[config.mk]
export PLATFORM = sky130hd
export DESIGN_NAME = psr_wmask_unit
export DESIGN_NICKNAME = d
export VERILOG_FILES = /design/src/rtl/psr_wmask_pkg.sv /design/src/rtl/psr_mode_gate.sv /design/src/rtl/psr_cur_mask.sv /design/src/rtl/psr_saved_mask.sv /design/src/rtl/psr_wmask_unit.sv
export SDC_FILE = /design/constraint.sdc
export NUM_CORES = 1
export LEC_CHECK = 0
export BUFFER_PORTS_ARGS = -buffer_cell sky130_fd_sc_hd__buf_4
export CAP_MARGIN = 20
export CORE_MARGIN = 4
export CORE_UTILIZATION = 45
export DETAILED_ROUTE_END_ITERATION = 7
export MAX_ROUTING_LAYER = met4
export PLACE_DENSITY = 0.77
export SETUP_SLACK_MARGIN = 0.5
export SLEW_MARGIN = 20
export SYNTH_ARGS = -nofsm -noshare
export SYNTH_HDL_FRONTEND = slang
export SYNTH_SLANG_ARGS = --single-unit
[constraint.sdc]
create_clock -name clk -period 1.99 [get_ports clk]
set_clock_uncertainty 0.15 [all_clocks]
set_input_delay 0.199 -clock clk [delete_from_list [all_inputs] [get_ports clk]]
set_output_delay 0.199 -clock clk [all_outputs]
set_load 0.02 [all_outputs]
[src/rtl/psr_wmask_pkg.sv]
package psr_wmask_pkg;
  localparam int PSR_W  = 32;
  localparam int MODE_W = 5;

  typedef logic [PSR_W-1:0]  psr_word_t;
  typedef logic [MODE_W-1:0] mode_t;

  localparam mode_t M_USR = 5'h10;
  localparam mode_t M_FIQ = 5'h11;
  localparam mode_t M_IRQ = 5'h12;
  localparam mode_t M_SVC = 5'h13;
  localparam mode_t M_MON = 5'h16;
  localparam mode_t M_ABT = 5'h17;
  localparam mode_t M_HYP = 5'h1A;
  localparam mode_t M_UND = 5'h1B;
  localparam mode_t M_SYS = 5'h1F;

  // supervisor with abort, IRQ and FIQ masked
  localparam psr_word_t RESET_WORD = 32'h0000_01D3;

  function automatic logic mode_known(input mode_t m);
    case (m)
      M_USR, M_FIQ, M_IRQ, M_SVC, M_MON, M_ABT, M_HYP, M_UND, M_SYS: return 1'b1;
      default: return 1'b0;
    endcase
  endfunction

  function automatic logic mode_is64(input mode_t m);
    return ~m[MODE_W-1];
  endfunction
endpackage

[src/rtl/psr_mode_gate.sv]
module psr_mode_gate
  import psr_wmask_pkg::*;
(
  input  mode_t old_mode,
  input  mode_t new_mode,
  input  logic  sec_state,
  input  logic  fiq_restrict,
  input  logic  ns_bit,
  output logic  mode_ok
);
  always_comb begin
    mode_ok = mode_known(new_mode);
    if (!sec_state && new_mode == M_MON)                 mode_ok = 1'b0;
    if (!sec_state && new_mode == M_FIQ && fiq_restrict) mode_ok = 1'b0;
    if (!ns_bit && new_mode == M_HYP)                    mode_ok = 1'b0;
    if (!mode_is64(old_mode) && mode_is64(new_mode))     mode_ok = 1'b0;
  end
endmodule

[src/rtl/psr_cur_mask.sv]
module psr_cur_mask
  import psr_wmask_pkg::*;
#(
  parameter int SEL_W = 4
) (
  input  logic [SEL_W-1:0] byte_sel,
  input  logic             affect_state,
  input  logic             privileged,
  input  logic             sec_state,
  input  logic             aw_permit,
  input  logic             fw_permit,
  input  logic             virt_present,
  input  logic             nmfi,
  input  logic             new_fiq_bit,
  input  logic             mode_ok,
  output psr_word_t        mask,
  output logic             mode_drop
);
  localparam int TOP_LO_AFF = 24;
  localparam int TOP_LO     = 27;
  localparam int MID_HI_AFF = 15;
  localparam int MID_HI     = 9;

  logic abt_open, fiq_open, mode_req;

  assign abt_open = privileged & (sec_state | aw_permit | virt_present);
  assign fiq_open = (~nmfi | ~new_fiq_bit) & (sec_state | fw_permit | virt_present);
  assign mode_req = byte_sel[0] & privileged;

  always_comb begin
    mask = '0;
    if (byte_sel[3]) begin
      for (int b = TOP_LO_AFF; b < PSR_W; b++)
        if (affect_state || b >= TOP_LO) mask[b] = 1'b1;
    end
    if (byte_sel[2]) mask[19:16] = 4'hF;
    if (byte_sel[1]) begin
      for (int b = MID_HI; b <= MID_HI_AFF; b++)
        if (affect_state || b <= MID_HI) mask[b] = 1'b1;
      if (abt_open) mask[8] = 1'b1;
    end
    if (byte_sel[0]) begin
      if (affect_state) mask[5] = 1'b1;
      if (privileged) begin
        mask[7] = 1'b1;
        if (fiq_open) mask[6] = 1'b1;
        if (mode_ok)  mask[MODE_W-1:0] = '1;
      end
    end
  end

  assign mode_drop = mode_req & ~mode_ok;
endmodule

[src/rtl/psr_saved_mask.sv]
module psr_saved_mask
  import psr_wmask_pkg::*;
#(
  parameter int LANES = 4
) (
  input  logic [LANES-1:0] byte_sel,
  output psr_word_t        mask
);
  function automatic int lane_lo(input int i);
    return (i == 2) ? 16 : i * 8;
  endfunction
  function automatic int lane_hi(input int i);
    return (i == 2) ? 19 : i * 8 + 7;
  endfunction

  assign mask[23:20] = '0;
  for (genvar i = 0; i < LANES; i++) begin : g_lane
    localparam int HI = lane_hi(i);
    localparam int LO = lane_lo(i);
    assign mask[HI:LO] = {(HI - LO + 1){byte_sel[i]}};
  end
endmodule

[src/rtl/psr_wmask_unit.sv]
module psr_wmask_unit
  import psr_wmask_pkg::*;
#(
  parameter int SEL_W = 4
) (
  input  logic             clk,
  input  logic             rst,
  input  logic             wr_en,
  input  logic             sv_wr_en,
  input  logic [31:0]      wr_data,
  input  logic [SEL_W-1:0] byte_sel,
  input  logic             affect_state,
  input  logic             sec_state,
  input  logic             aw_permit,
  input  logic             fw_permit,
  input  logic             fiq_restrict,
  input  logic             ns_bit,
  input  logic             virt_present,
  input  logic             nmfi,
  output logic [31:0]      status_o,
  output logic [31:0]      saved_o,
  output logic             illegal_o
);
  psr_word_t status_q, saved_q, cur_mask, sv_mask;
  logic      illegal_q, privileged, mode_ok, mode_drop;

  assign privileged = (status_q[MODE_W-1:0] != M_USR);

  psr_mode_gate u_gate (
    .old_mode     (status_q[MODE_W-1:0]),
    .new_mode     (wr_data[MODE_W-1:0]),
    .sec_state    (sec_state),
    .fiq_restrict (fiq_restrict),
    .ns_bit       (ns_bit),
    .mode_ok      (mode_ok)
  );

  psr_cur_mask #(.SEL_W(SEL_W)) u_cmask (
    .byte_sel     (byte_sel),
    .affect_state (affect_state),
    .privileged   (privileged),
    .sec_state    (sec_state),
    .aw_permit    (aw_permit),
    .fw_permit    (fw_permit),
    .virt_present (virt_present),
    .nmfi         (nmfi),
    .new_fiq_bit  (wr_data[6]),
    .mode_ok      (mode_ok),
    .mask         (cur_mask),
    .mode_drop    (mode_drop)
  );

  psr_saved_mask #(.LANES(SEL_W)) u_smask (
    .byte_sel (byte_sel),
    .mask     (sv_mask)
  );

  always_ff @(posedge clk) begin
    if (rst) begin
      status_q  <= RESET_WORD;
      saved_q   <= '0;
      illegal_q <= 1'b0;
    end else begin
      illegal_q <= wr_en & mode_drop;
      if (wr_en)    status_q <= (status_q & ~cur_mask) | (wr_data & cur_mask);
      if (sv_wr_en) saved_q  <= (saved_q & ~sv_mask) | (wr_data & sv_mask);
    end
  end

  assign status_o  = status_q;
  assign saved_o   = saved_q;
  assign illegal_o = illegal_q;
endmodule

# After elaboration in Yosys (flattened, before gate mapping)
# Memories as Yosys holds them, arrays and structs flattened.
# Index checks and enable logic that the tools add are counted.
dict set report totals {
  memories 1
  output_inout_bits 65
  word_cells 51
  regBits 65
  romBits 32
  inputBits 48
}
dict set report classes {
  n_mux 14
  eq_ne 4
  reduce_logical 7
  n_bitwise 22
}
# name words width read_ports rd_clocked_by_memory_dff write_ports line_no
set memory_table {}
lappend memory_table {{(no name shown)} 32 1 1 0 0 psr_wmask_pkg.sv:22} ;# case (m)
# operator n
set ops {}
lappend ops {{$and 32x32->32} 4}
lappend ops {{$not 32->32} 2}
lappend ops {{$or 32x32->32} 2}
lappend ops {{$mux 8} 3}
lappend ops {{$eq 5x5->1 const B} 3}
lappend ops {{$mux 5} 2}
lappend ops {{$mux 1} 7}
lappend ops {{$and 1x1->1} 5}
lappend ops {{$logic_and 1x1->1} 5}
lappend ops {{$ne 5x5->1 const B} 1}
lappend ops {{$or 1x1->1} 5}
lappend ops {{$mux 4} 1}
lappend ops {{$not 1->1} 4}
lappend ops {{$logic_not 1->1} 2}
lappend ops {{$mux 2} 1}

# Logic depth before layout (Yosys ltp)
# Gate-level depths: netlist of run 1.
dict set report depth {
  ltp_word 12
  depth_mapped 5
  ltp_nobuf 4
}

# Cells and area by module
# From an unflattened synthesis of run 1, not the netlist that was laid out.
dict set report unflattened {
  cells_unflattened 351
  area_unflattened_um2 3353.2
}
# module n_inst cells_each seq_area_each_um2 area_per_inst_um2
set by_module_without_submodules {}
lappend by_module_without_submodules {psr_wmask_unit 1 276 1301.2 2810.2}
lappend by_module_without_submodules {psr_cur_mask 1 36 0.0 255.2}
lappend by_module_without_submodules {psr_saved_mask 1 33 0.0 244.0}
lappend by_module_without_submodules {psr_mode_gate 1 6 0.0 43.8}

# Worst setup path after synthesis of run 1
# OpenSTA, ideal clock, no wires.
dict set report synth_timing {
  path_kind {reg-to-reg}
  from {register with a tool-made name}
  to {register with a tool-made name}
  arrival_time_ns 1.551
  t_required_ns 1.713
  setup_slack_ns 0.162
  path_buffers 0
  setup_ns 0.127
  period_less_slack_ns 1.828
  path_stages_with_launch 5
  path_cell_list {dfxtp_1 > or4b_4 > o211ai_4 > a21oi_4 > or3_1}
}

==> results of run 1 <==
## worst max-delay path: stages, from the launching register on
cell      delay, ns
dfxtp_2        0.32
or4b_4         0.56
o211ai_4       0.25
buf_6          0.15
mux2i_1        0.17
nand2_1        0.07
## metrics by stage
stage	util (%)	hold WS (ns)	cell area (sq um)	setup WS (ns)
after floorplan	-	0.151	2250	0.173
after global placement	62.4	0.276	2970	0.160
after CTS	75.1	0.0133	3570	0.232
after global routing	75.4	0.0341	3590	0.157
final	75.4	0.0175	3590	0.206
after detailed placement	62.4	0.277	2970	0.124
## power breakdown
part	switching (mW)	internal, mW
Sequential	0.0258	1.19
Combinational	0.235	0.205
Clock	0.448	1.02
Total	0.709	2.42
## cell families after synthesis
group / count (synthesis) / synth area share, %
simple gates: 118 / 23.6
compound gates: 45 / 12.0
mux: 16 / 7.21
buf+inv: 25 / 5.63
other cells: 1 / 0.169
flops: 57 / 51.4
## metal layers
metal / up-vias / GRT usage (%) / routed length [microns]
met5: - / - / 0
met4: 0 / 10.5 / 135
met3: 13 / 5.05 / 409
met2: 91 / 39.3 / 3450
met1: 1089 / 26.0 / 2690
li1: 1134 / - / -
## layout make-up
type / instances / share of cell area (%)
inverter: 1 / 0.105
tap: 67 / 2.34
timing repair buffer: 135 / 30.4
multi-input combinational: 187 / 27.5
sequential: 57 / 31.9
clock inverter: 5 / 3.49
clock buffer: 11 / 4.22
## worst min-delay path by stage
stage	start	endpoint	slack, ns
after floorplan	rst	register	0.15
after global placement	wr_data[8]	register	0.28
after detailed placement	wr_data[8]	register	0.28
after CTS	wr_data[1]	register	0.01
after global routing	wr_data[1]	register	0.03
final	wr_data[1]	register	0.02
## placed cells by master (no fill, tap or decap), drive strengths merged, types with 4 or more instances in the layout
master / netlist / routed
conb: 1 / 8
nor2: 17 / 17
dfxtp: 57 / 57
a21oi: 39 / 39
dlygate4sd3: 0 / 28
buf: 11 / 107
bufinv: 0 / 4
nand3: 41 / 41
mux2i: 16 / 16
clkbuf: 13 / 11
nand2: 52 / 52
## what timing repair did
item	4_1_cts	5_1_grt
pin swaps	3	0
buffers inserted	5	2
hold buffers	28	0
endpoints found under the setup margin	9	9
endpoints found under the hold margin	49	0
gates resized for setup	4	0
==> flow_summary.ini, run 1 <==
[outcome]
run_status = completed

[global_route]
grt_pass1_wl_microns = 10800
grt_max_degree = 58
grt_overflow = 0
grt_pass1_vias = 2301
antenna_found_initial = 0
grt_usage_pct = 23.1

[synth]
syn_area_sq_um = 2220
yosysSeqAreaShare_pct = 51.4
synth_top_cells_by_area = dfxtp_1 (51%), nand3_1 (9.2%), nand2_1 (8.8%), a21oi_1 (8.6%), mux2i_1 (7.2%)
synth.top_cell.area_share_pct = 51.4
synthTopCellsByCount = dfxtp_1 (57), nand2_1 (52), nand3_1 (41), a21oi_1 (38), nor2_1 (17)
yosysTopAreaCell = dfxtp_1
syn_inst = 262
yosys_warnings = 0
ys.flop_type = dfxtp_1
synth.distinct_cells = 26
synthArstFlopShare_pct = 0
synth_edf_count = 0
post-synth-top-count-cell = dfxtp_1
synth_area_per_cell_sq_um = 8.48
yosys_register_bits = 57

[layout]
diodes = 0
n_fill_cell = 374
final_cells = 463
seq_area_sq_um = 1140
fin_nets = 439
drive_above_1_share_pct = 33.3
area_growth_pct = 61.4
multi_input_area_sq_um = 986

[drt]
drt_wl_total_microns = 6680
vias_per_cell = 5.03
final_antenna_net_count = 0
drt_first_pass_iters = 6
drt-wirelength-per-cell_microns = 14.4
drc = 0
drtIter0Drc = 91
num_vias = 2327

[timing]
hold_viol_final = 0
period_minus_slack_ns = 1.78
fin_crit_sh_pct = 89.7
setup-violations-final = 0
maxSlewHeadroom_pct = 62.0
fmax_mhz = 560
rsz0062_at_grt = true
finalSetupTns_ns = 0
tightestPinTransition_ns = 0.571
slew_violations = 0

[hold_path]
hold_depth = 3
hold_class = input pin to register

[clock_network]
numCtsBuffers = 9
clk_path_buf_depth = 2
clk_latency_ns = 0.33
cts-htree-levels = 3
path_clk_slew_ns = 0.06
root_buffer = clkbuf_8
clock-sinks = 57
cts_tree = built

[power]
power.total_mw = 3.13
cellLeakagePower_nw = 1.63
ir_worst_vdd_mv = 0.552
power.density_nw_per_um2 = 872

[placed_design]
place_inst = 412
dp_hpwl_microns = 4430
io_buffers = 100
gp_congestion = 0.814

[floorplan]
start_util_pct = 46.7
ios = 113
die_x_microns = 78.3
dieArea_sq_um = 6130
rows = 25
die_y_microns = 78.3
core_area_sq_um = 4750

[setup_path]
critPathRequiredTime_ns = 2.06
critical_path_class = register to register
critPathMaxFanout = 3
r2r_cells = 5
cp_data_arrival_time_ns = 1.85
critPathLaunchType = register
r2r_slack_ns = 0.21
end_kind = register

[run]
drv_cap = 0
Power figures use the tool's default switching activity.
==> run 2, diff against run 1 <==
- CORE_UTILIZATION: 45 -> 47
- CTS_BUF_LIST: not set -> sky130_fd_sc_hd__clkbuf_4 sky130_fd_sc_hd__clkbuf_8
- CTS_CLUSTER_SIZE: not set -> 12
- PLACE_DENSITY: 0.77 -> not set
- PLACE_DENSITY_LB_ADDON: not set -> 0.08
==> run 2 against run 1 <==
Sequential power about the same. Non-clock buffer count decreased by 5. The run now ends with negative hold slack left. First-iteration DRC count down 8.8%.
==> flow_summary.ini, run 2 (synthesis results as in run 1) <==
[clock_network]
cts-htree-levels = 3
clk_path_buf_depth = 2
path_clk_slew_ns = 0.06
clk_latency_ns = 0.32
root_buffer = clkbuf_8
cts_tree = built
numCtsBuffers = 9
clock-sinks = 57

[drt]
num_vias = 2266
final_antenna_net_count = 0
drc = 0
drt_wl_total_microns = 6240
drtIter0Drc = 83
vias_per_cell = 5.12
drt-wirelength-per-cell_microns = 14.1
drt_first_pass_iters = 4

[timing]
fin_crit_sh_pct = 87.7
whs_ns = -0.000583
slew_violations = 0
fmax_mhz = 573
setup-violations-final = 0
maxSlewHeadroom_pct = 61.2
period_minus_slack_ns = 1.75
finalSetupTns_ns = 0
hold_viol_final = 1
rsz0062_at_grt = true
tightestPinTransition_ns = 0.582

[setup_path]
path_depth = 5
cp_top_family = simple AND/OR/NAND/NOR gates
r2r_cells = 5
cp_slowest_cell = or4b_4
r2r_slack_ns = 0.24
critical-path-max-stage-delay_ns = 0.56
critical_path_class = register to register
path_buf_inv = 1
critPathLaunchType = register
end_kind = register
crit_chain = or4b_4 > o211ai_4 > buf_6 > mux2i_1 > nand2_1
cp_data_arrival_time_ns = 1.81
critPathMaxFanout = 3
critPathRequiredTime_ns = 2.05

[global_route]
antenna_found_initial = 0
grt_max_degree = 58
grt_overflow = 0
grt_pass1_wl_microns = 9890
grt_usage_pct = 21.2
grt_pass1_vias = 2062

[layout]
most-common-layout-cells = buf_4 (104), dfxtp_1 (54), nand2_1 (52)
fin_nets = 434
drive_above_1_share_pct = 33.5
n_fill_cell = 342
finalCoreUtilization_pct = 77.5
area_growth_pct = 56.0
diodes = 0
mostFrequentLayoutCell = buf_4
final_cells = 443

[floorplan]
die_x_microns = 76.8
die_y_microns = 76.8
start_util_pct = 49.7
rows = 24
ios = 113
dieArea_sq_um = 5890
core_area_sq_um = 4470

[power]
cellLeakagePower_nw = 1.59
power.density_nw_per_um2 = 805
combPwrFrac_pct = 15.4
ir_worst_vdd_mv = 0.661
pwr-share-seq_pct = 43.6
internal_power_mw = 2.10
p_clk_share_pct = 41.0
power.total_mw = 2.79
p_sw_mw = 0.693
p_sw_share_pct = 24.8

[placed_design]
io_buffers = 100
place_inst = 397
gp_congestion = 0.844
dp_hpwl_microns = 4030

[hold_path]
hold_class = input pin to register

[outcome]
run_status = finished with violations
violations = negative hold slack

[run]
drv_cap = 0
==> run 2: metal layers <==
metal	GRT usage, %	part of all wire, %
met1	25.8	42
met2	34.0	49
met3	5.97	8.3
met4	6.88	0.96
met5	-	0
==> run 2: metrics by stage <==
stage	hold WS, ns	instance area, sq um	setup slack [ns]
3_5_place_dp	0.273	2950	0.145
2_1_floorplan	0.151	2250	0.173
3_3_place_gp	0.274	2950	0.164
4_1_cts	0.000878	3440	0.262
6_report	-0.000583	3470	0.245
5_1_grt	0.0116	3470	0.159
==> run 2: layout make-up <==
class                   count  area [sq um]  area share (%)
clock inverters             2          35.0            1.01
clock buffers              14           180            5.20
well taps                  52          65.1            1.88
inverters                   1          3.75           0.108
repair buffers            130          1040            30.1
multi-input cells         187           993            28.7
flip-flops and latches     57          1140            33.0
==> run 2: power by group through the flow <==
stage	Combinational [mW]	Sequential [mW]	Clock [mW]
floorplan	0.155	1.30	0
global placement	0.376	1.24	0
detailed placement	0.378	1.24	0
CTS	0.424	1.22	1.16
global route	0.465	1.22	1.21
finish	0.431	1.22	1.14
==> run 2: worst min-delay path by stage <==
stage               start       end  slack, ns  depth (start not counted)
3_3_place_gp   wr_data[8]  register       0.27                          3
5_1_grt        wr_data[2]  register       0.01                          3
4_1_cts        wr_data[2]  register     0.0009                          3
3_5_place_dp   wr_data[8]  register       0.27                          3
6_report       wr_data[2]  register    -0.0006                          3
2_1_floorplan         rst  register       0.15                          1
==> run 2: repair_timing <==
item | in CTS | in global routing
endpoints found under the hold margin | 44 | 0
pin swaps | 2 | 1
buffers inserted | 4 | 2
gates resized for setup | 2 | 3
hold buffers | 24 | 0
setup endpoints to repair | 9 | 9
==> run 2: tightest hold or removal path: stages <==
cell     delay [ns]
buf_4          0.13
nand2_1        0.05
mux2i_1        0.06
==> run 3, diff against run 2 <==
- CORE_UTILIZATION: 47 -> 25
==> run 3 against run 2 <==
The flow now finishes without violations. Sequential power about the same. Setup slack got worse by 0.032 ns. First-iteration DRC count down 37%. Cell area up 4.8%. Sequential share of layout area shrank 1.5 points. Critical path depth unchanged. Final cell count grew 14%. Global-route usage decreased by 7.0 points. Core utilization is 36 points lower. Critical path type unchanged.
==> flow_summary.ini, run 3 (synthesis results as in run 1) <==
[power]
ir_worst_vdd_mv = 0.440
internal_power_mw = 2.28
power.density_nw_per_um2 = 828
pwr-share-seq_pct = 40.4
p_sw_mw = 0.733
cellLeakagePower_nw = 1.63
p_clk_share_pct = 44.8
combPwrFrac_pct = 14.8
p_sw_share_pct = 24.3

[layout]
final_cells = 507
area_growth_pct = 63.5
drive_above_1_share_pct = 33.6
most-common-layout-cells = buf_4 (107), dfxtp_1 (54), nand2_1 (52)
fin_nets = 442
finalCoreUtilization_pct = 41.9
diodes = 0
mostFrequentLayoutCell = buf_4

[drt]
drc = 0
num_vias = 2273
drtIter0Drc = 52
drt_wl_total_microns = 7160
final_antenna_net_count = 0
drt-wirelength-per-cell_microns = 14.1
drt_first_pass_iters = 4
vias_per_cell = 4.48

[clock_network]
clk_latency_ns = 0.33
cts-htree-levels = 3
clk_path_buf_depth = 2
path_clk_slew_ns = 0.07
root_buffer = clkbuf_8
clock-sinks = 57
numCtsBuffers = 9
cts_tree = built

[placed_design]
io_buffers = 100
gp_congestion = 0.740
dp_hpwl_microns = 4890
place_inst = 456

[floorplan]
die_x_microns = 102
ios = 113
start_util_pct = 25.6
dieArea_sq_um = 10500
die_y_microns = 102
core_area_sq_um = 8680
rows = 34

[outcome]
run_status = completed

[setup_path]
critPathLaunchType = register
critPathMaxFanout = 3
cp_data_arrival_time_ns = 1.84
critical_path_class = register to register
end_kind = register
cp_slowest_cell = or4b_4
crit_chain = or4b_4 > o211ai_4 > buf_6 > mux2i_1 > nand2_1
path_buf_inv = 1
critical-path-max-stage-delay_ns = 0.56
cp_top_family = simple AND/OR/NAND/NOR gates
critPathRequiredTime_ns = 2.05

[global_route]
grt_max_degree = 36
grt_pass1_wl_microns = 11000
grt_pass1_vias = 2209
grt_overflow = 0
grt_usage_pct = 14.2
antenna_found_initial = 0

[timing]
hold_viol_final = 0
finalSetupTns_ns = 0
rsz0062_at_grt = true
fmax_mhz = 563
period_minus_slack_ns = 1.78
slew_violations = 0
fin_crit_sh_pct = 89.3
setup-violations-final = 0

[run]
drv_cap = 0

[hold_path]
hold_class = input pin to register
## run 3: cell types whose count changed in the layout (fill, tap and decap cells not counted), sizes merged
cell         before  now
buf             106  109
bufinv            1    3
clkbuf           14   11
clkinvlp          0    1
dlygate4sd3      24   29
## run 3: final timing paths
check                   from  slack (ns)  cells past startpoint  endpoint
setup reg to reg    register        0.21                      5  register
hold reg to reg     register        0.30                      1  register
setup / recovery    register        0.21                      5  register
hold / removal    wr_data[1]        0.03                      3  register
## run 3: per-layer routing
| layer | track usage (%) | share of wire, % |
|---|---|---|
| met3 | 5.12 | 5.9 |
| met4 | 3.94 | 0.81 |
| met1 | 17.0 | 45 |
| met5 | - | 0 |
| met2 | 22.4 | 49 |
## run 3: power groups by stage
| stage | sequential [mW] | clock (mW) | combinational (mW) |
|---|---|---|---|
| 5_1_grt | 1.22 | 1.44 | 0.487 |
| 4_1_cts | 1.22 | 1.40 | 0.449 |
| 3_5_place_dp | 1.24 | 0 | 0.395 |
| 6_report | 1.22 | 1.35 | 0.446 |
| 3_3_place_gp | 1.24 | 0 | 0.395 |
| 2_1_floorplan | 1.30 | 0 | 0.155 |
## run 3: timing repair
action | in CTS | in global routing
endpoints found under the setup margin | 9 | 9
hold endpoints to repair | 53 | 0
hold buffers | 29 | 0
buffers inserted | 5 | 1
gates resized for setup | 4 | 0
pin swaps | 3 | 0
## run 3: metrics by stage
stage	worst slack, ns	hold slack [ns]	total power [mW]	cell area, sq um
2_1_floorplan	0.173	0.151	1.45	2250
3_3_place_gp	0.138	0.276	1.64	3040
3_5_place_dp	0.139	0.282	1.64	3040
4_1_cts	0.214	0.00153	3.06	3630
5_1_grt	0.160	0.0292	3.15	3630
6_report	0.213	0.0278	3.01	3630
## run 3: layout make-up
class	count	area [sq um]
clock buffer	11	145
clock inverter	5	103
fill	919	5040
inverter	1	3.75
multi-input combinational	187	986
sequential	57	1140
tap	108	135
timing repair buffer	138	1120
## run 3: tightest hold or removal path: cells and delay by family
kind	cells	cell delay, ns
buffers and inverters	1	0.12
AND/OR/NAND/NOR	1	0.07
AO/OA/AOI/OAI	1	0.06
